<file path="config.mk">
export PLATFORM = sky130hd
export DESIGN_NAME = csbm_detect
export DESIGN_NICKNAME = d
export VERILOG_FILES = /design/src/rtl/csbm_pkg.sv /design/src/rtl/csbm_cs_compare.sv /design/src/rtl/csbm_upd_ctrl.sv /design/src/rtl/csbm_detect.sv
export SDC_FILE = /design/constraint.sdc
export NUM_CORES = 1
export LEC_CHECK = 0
export BUFFER_PORTS_ARGS = -buffer_cell sky130_fd_sc_hd__buf_2
export CAP_MARGIN = 5
export CELL_PAD_IN_SITES_DETAIL_PLACEMENT = 1
export CELL_PAD_IN_SITES_GLOBAL_PLACEMENT = 1
export CORE_MARGIN = 8
export CORE_UTILIZATION = 44
export DETAILED_ROUTE_END_ITERATION = 6
export HOLD_SLACK_MARGIN = 0.1
export PLACE_DENSITY_LB_ADDON = 0.1
export SLEW_MARGIN = 20
export SYNTH_ARGS = -nofsm -noshare
export SYNTH_HDL_FRONTEND = slang
export SYNTH_HIERARCHICAL = 1
export SYNTH_SLANG_ARGS = --single-unit
</file>
<file path="constraint.sdc">
create_clock -name clk -period 5.37 [get_ports clk]
set_clock_uncertainty 0.2 [all_clocks]
set_input_delay 0.2685 -clock clk [delete_from_list [all_inputs] [get_ports clk]]
set_output_delay 0.2685 -clock clk [all_outputs]
set_load 0.01 [all_outputs]
</file>
<file path="src/rtl/csbm_pkg.sv">
package csbm_pkg;
    localparam int DEF_DIST_W = 8;
    localparam int DEF_MV_W   = 12;

    typedef enum logic [1:0] {
        UPD_HOLD  = 2'd0,
        UPD_TAKE  = 2'd1,
        UPD_CLEAR = 2'd2
    } upd_e;
endpackage

</file>
<file path="src/rtl/csbm_cs_compare.sv">
module csbm_cs_compare #(
    parameter int W = 8
) (
    input  logic [W-1:0] new_s,
    input  logic [W-1:0] new_c,
    input  logic [W-1:0] ref_s,
    input  logic [W-1:0] ref_c,
    output logic         new_gt
);
    // K bits hold any distance S + 2C; L bits hold the full check sum.
    localparam int K = W + 2;
    localparam int L = K + 2;

    logic [L-1:0] op_a, op_b, op_c, op_d;
    logic [L-1:0] s1, m1, c1, s2, m2, c2;
    logic         cy;

    // Inverted stored pair (K-bit complements); the doubling is wiring.
    assign op_a = {2'b00, ~{2'b00, ref_s}};
    assign op_b = {2'b00, ~{1'b0, ref_c, 1'b0}};
    assign op_c = {4'b0000, new_s};
    assign op_d = {3'b000, new_c, 1'b0};

    always_comb begin
        // 4:2 compression as two 3:2 rows; the +1 enters the free LSB.
        s1 = op_a ^ op_b ^ op_c;
        m1 = (op_a & op_b) | (op_a & op_c) | (op_b & op_c);
        c1 = {m1[L-2:0], 1'b1};
        s2 = s1 ^ c1 ^ op_d;
        m2 = (s1 & c1) | (s1 & op_d) | (c1 & op_d);
        c2 = {m2[L-2:0], 1'b0};
        // Generate/propagate chain: only the carry into the top bit.
        cy = 1'b0;
        for (int i = 0; i < L - 1; i++) begin
            cy = (s2[i] & c2[i]) | ((s2[i] ^ c2[i]) & cy);
        end
        new_gt = s2[L-1] ^ c2[L-1] ^ cy;
    end
endmodule

</file>
<file path="src/rtl/csbm_upd_ctrl.sv">
module csbm_upd_ctrl
    import csbm_pkg::*;
(
    input  logic start,
    input  logic cmp_valid,
    input  logic worse,
    output upd_e upd
);
    always_comb begin
        if (cmp_valid && !worse) upd = UPD_TAKE;
        else if (start)          upd = UPD_CLEAR;
        else                     upd = UPD_HOLD;
    end
endmodule

</file>
<file path="src/rtl/csbm_detect.sv">
module csbm_detect
    import csbm_pkg::*;
#(
    parameter int W   = DEF_DIST_W,
    parameter int MVW = DEF_MV_W
) (
    input  logic           clk,
    input  logic           rst_n,
    input  logic           start_i,
    input  logic           cmp_valid_i,
    input  logic           part_valid_i,
    input  logic [W-1:0]   cand_s_i,
    input  logic [W-1:0]   cand_c_i,
    input  logic [MVW-1:0] cand_mv_i,
    output logic           worse_o,
    output logic           abort_o,
    output logic [MVW-1:0] best_mv_o
);
    typedef struct packed {
        logic [W-1:0]   s;
        logic [W-1:0]   c;
        logic [MVW-1:0] mv;
    } best_t;

    best_t        st_d, st_q;
    logic [W-1:0] eff_s, eff_c;
    logic         worse;
    upd_e         upd;

    // Start forces the maximum so the same-cycle candidate always wins.
    assign eff_s = start_i ? {W{1'b1}} : st_q.s;
    assign eff_c = start_i ? {W{1'b1}} : st_q.c;

    csbm_cs_compare #(.W(W)) u_cmp (
        .new_s (cand_s_i),
        .new_c (cand_c_i),
        .ref_s (eff_s),
        .ref_c (eff_c),
        .new_gt(worse)
    );

    csbm_upd_ctrl u_ctrl (
        .start    (start_i),
        .cmp_valid(cmp_valid_i),
        .worse    (worse),
        .upd      (upd)
    );

    always_comb begin
        st_d = st_q;
        case (upd)
            UPD_TAKE:  st_d = '{s: cand_s_i, c: cand_c_i, mv: cand_mv_i};
            UPD_CLEAR: st_d = '{s: {W{1'b1}}, c: {W{1'b1}}, mv: '0};
            default:   st_d = st_q;
        endcase
    end

    always_ff @(posedge clk or negedge rst_n) begin
        if (!rst_n) st_q <= '{s: {W{1'b1}}, c: {W{1'b1}}, mv: '0};
        else        st_q <= st_d;
    end

    assign worse_o   = worse;
    assign abort_o   = part_valid_i & worse;
    assign best_mv_o = st_q.mv;

    // the carry-out flag agrees with a binary magnitude comparison
    always_comb begin
        if (rst_n) begin
            a_r2_flag_vs_binary: assert (worse ==
                (({2'b00, cand_s_i} + {1'b0, cand_c_i, 1'b0}) >
                 ({2'b00, eff_s} + {1'b0, eff_c, 1'b0})))
                else $error("R2 carry-save compare disagrees with binary");
        end
    end

    a_r3_take_on_win: assert property (@(posedge clk) disable iff (!rst_n)
        (cmp_valid_i && !worse_o) |=> (best_mv_o == $past(cand_mv_i)));

    a_r4_keep_on_loss: assert property (@(posedge clk) disable iff (!rst_n)
        (cmp_valid_i && worse_o && !start_i) |=> $stable(best_mv_o));

    a_r6_start_clears: assert property (@(posedge clk) disable iff (!rst_n)
        (start_i && !cmp_valid_i) |=> (best_mv_o == '0));

    a_r7_abort_needs_partial: assert property (@(posedge clk) disable iff (!rst_n)
        abort_o |-> (part_valid_i && worse_o));

    a_r8_idle_hold: assert property (@(posedge clk) disable iff (!rst_n)
        (!cmp_valid_i && !start_i) |=> $stable(best_mv_o));
endmodule

</file>
==> reports/results.env <==
WORST-ENDPOINT-REQUIRED_PS=5330
SYNTH.TOP_CELLS.BY_AREA='dfstp_2 (20%), dfrtp_1 (15%), fa_1 (15%), ha_1 (6.1%), nand2_1 (5.1%)'
WORSTSETUPENDPOINTTYPE='flip-flop'
DRT_ITER0_DRCS=34
GRT_SETUP_UNREPAIRED='no'
FINAL.SETUP.TNS_PS=0
PATH_CLASS='input port to flip-flop'
REPORT.FINAL.SLEW_VIOL_COUNT=0
MULTIINPUTGATEAREA_UM2=1060
POSTSYNTHAREAPERCELL_UM2=9.61
TIGHTESTPINTRANSITION_PS=994
STATIC-LEAKAGE-POWER_nW=1.30
CORE_AREA_UM2=4630
GLOBAL_ROUTE_USAGE_OVER_ALL_LAYERS_PCT=14.0
CLOCK_INSERTION_DELAY_WORST_SKEW_PS=280
POWER_PER_CELL_AREA_nW_PER_UM2=557
POST_DRT_WL_PER_CELL_UM=14.2
POSTSYNTHNETCOUNT=273
PLACE_CONGESTION=0.766
GLOBAL_ROUTE.OVERFLOW_TOTAL=0
TIMING.FINAL.SETUP_VIOLATIONS=0
DRT-TOTAL-WL_MM=4.66
SYNTHESIS.INSTANCES=215
DP_HPWL_MM=3.34
STATUS='finished clean'
LAYOUT_COMMONEST_CELL='buf_2'
ANT_DIODES=0
GRT_PASS1_WL_MM=8.27
FF_LATCH_AREA_UM2=721
TIMING.SLEW.HEADROOM_PCT=33.7
FINAL_ANTENNA_NET_COUNT=0
TIMING_LIMITED_MAXIMUM_FREQUENCY_GHz=0.224
YOSYS.CELL_TYPES.COUNT=29
TOP_CELL_TYPE_BY_TOTAL_AREA_AFTER_SYNTHESIS='dfstp_2'
CTS_POST_SETUP_BUFFERS_INSERTED=0
WORST-PATH-MAX-FANOUT=28
PATH_CLK_SLEW_PS=110
PLACE.PORT_BUFFERS=46
INITIAL_UTILIZATION_PCT=44.6
ANTENNA_FOUND_INITIAL=0
POST-ROUTE-WORST-SETUP-SLACK_PS=904
HOLD_SLACK_PS=264
MAX-VDD-IR-DROP_mV=0.208
POST_ROUTE_CELLS_DRIVE_ABOVE_1_SHARE_PCT=35.0
FINAL.MIN_CLOCK_PERIOD_PS=4470
DATA_ARRIVAL_CRITICAL_PATH_PS=4430
DETAIL_ROUTE.DRC_VIOLATIONS=0
GRT_MAX_DEGREE=29
VIAS_IN_THE_FIRST_GLOBAL_ROUTE=1782
CLOCK_TREE_FROM_TRITONCTS='done'
POST_SYNTH_XOR_AREA_FRACTION_PCT=0
SYNTH_WARNINGS=6
CTS.PATH.MAX_BUFFERS=2
HOLDCRITPATHCLASS='flip-flop to flip-flop'
SYNTH.AREA.MUX_SHARE_PCT=0
H-TREE-DEPTH=1
SYNTH_TOP_AREA_SHARE_PCT=20.3
FP.DIEW_UM=84.5
SYNTH_TOP_FAMILY_BY_AREA='adder cells'
FIRST_PASS_ITERS=3
SYNTH_SEQ_AREA_SHARE_PCT=34.9
FILLER_CELL_COUNT_IN_THE_FINAL_LAYOUT=542
CLK_ROOT_BUFFER_CELL='clkbuf_8'
CTS_BUFFERS=3
IOS=47
DESIGN.DIE.AREA_UM2=7150
WORSTSETUPSTARTPOINTTYPE='input port'
SYNTH_COMPOUND_GATE_AREA_SHARE_PCT=9.99
CTS_NUM_SINKS=28
AREA_GROWTH_SYN_TO_LAYOUT_PCT=23.5
SYNTH_SIMPLE_GATE_AREA_SHARE_PCT=20.5
FINAL_HOLD_VIOL_COUNT=0
FIN_CRIT_SH_PCT=83.2
NUM_ROWS=25
FINISH.INSTANCE_AREA_UM2=2550
LAYOUT.NETS=333
YS_FF_LATCH=28
MAXCAPVIOLCOUNT=0
SYNTH-ADDER-AREA-SHARE_PCT=20.6
DPL_CELL_AREA_UM2=2190
VIA_COUNT=1528
ROUTE.DETAILED.VIAS_PER_INST=4.66
COMMONEST_CELLS_AFTER_ROUTING_FILL_AND_TAPS_ASIDE='buf_2 (46), dlygate4sd3_1 (29), nand2_1 (28)'
MAPPEDNETLISTAREA_UM2=2070
PLACE_WS_PS=825
DIE_H_UM=84.5
FINISHED_CORE_UTIL_PCT=55.1
[report_power, final]
part	switching (mW)	internal (mW)
clock network	0.0726	0.0999
registers	0.0464	0.368
logic	0.462	0.374
total	0.581	0.841
[logic make-up after synthesis]
kind of cell             after synthesis
adder cells (fa/ha/maj)               25
buffers and inverters                 49
flip-flops                            28
AND/OR/NAND/NOR                       79
AO/OA/AOI/OAI                         34
[worst max-delay path: stages]
cell and delay [ps]:
dlygate4sd3_1 540, buf_2 120, inv_1 60, fa_1 510, fa_1 520, inv_1 40
ha_1 260, nor3b_1 230, o221ai_1 180, a21oi_1 340, nor2b_4 70, nor2b_2 120
ha_1 810, nand2b_4 290, o21ai_2 50
[final timing paths]
| path | slack, ps | startpoint | depth (start not counted) | endpoint |
|---|---|---|---|---|
| worst max register to register | 960 | st_q[22] | 13 | best_mv_o[10] |
| worst min-delay path | 260 | st_q[14] | 2 | st_q[14] |
| max in group asynchronous | 4230 | rst_n | 2 | best_mv_o[0] |
| worst min register to register | 260 | st_q[14] | 2 | st_q[14] |
| worst max-delay path | 900 | cand_s_i[2] | 15 | best_mv_o[10] |
| min in group asynchronous | 330 | rst_n | 2 | best_mv_o[9] |
[cell type report]
cell class / count / share of cell area (%)
Inverter: 27 / 3.97
Multi-Input combinational cell: 138 / 41.4
Clock inverter: 1 / 1.18
Timing Repair Buffer: 77 / 21.0
Clock buffer: 3 / 1.62
Sequential cell: 28 / 28.2
Tap cell: 54 / 2.65
[cell usage after synthesis]
| library cell | instances |
|---|---|
| clkbuf_1 | 1 |
| o21ai_0 | 14 |
| o21ai_2 | 4 |
| nor2b_4 | 1 |
| dfrtp_1 | 12 |
| a2111oi_2 | 1 |
| o21a_1 | 2 |
| clkbuf_2 | 1 |
| nand2b_1 | 8 |
| nand2b_4 | 4 |
| buf_4 | 13 |
| a21oi_1 | 1 |
| inv_1 | 27 |
| dfstp_2 | 16 |
| or3_1 | 1 |
| nor2b_2 | 1 |
| and3_2 | 1 |
| o21ai_1 | 10 |
| nor3b_1 | 1 |
| or2_2 | 16 |
| ha_1 | 10 |
| buf_6 | 6 |
| buf_8 | 1 |
| a21o_1 | 1 |
| o221ai_1 | 1 |
| fa_1 | 15 |
| nor2_1 | 17 |
| nand2_1 | 28 |
| and2_1 | 1 |
[per-stage QoR]
step                std cells  total power, mW
finish                    328             1.42
global placement          295             1.22
floorplan                 215             1.14
CTS                       328             1.45
global route              328             1.59
detailed placement        295             1.25
[routing by layer]
metal | wire length [µm] | global-route usage, % | up-vias
met2 | 2320 | 24.6 | 22
met4 | 19 | 2.91 | 0
met3 | 170 | 2.93 | 2
met5 | 0 | 0 | -
met1 | 2150 | 17.2 | 737
li1 | - | - | 767
[registers in the layout, indices dropped and copies added, names as in the netlist]
register / flops
best_mv_o: 12
st_q: 16
[timing repair]
item | CTS | global route
endpoints found under the hold margin | 40 | 0
hold buffers | 29 | 0
resized for setup | 0 | 0
(Power assumes the default switching activity.)
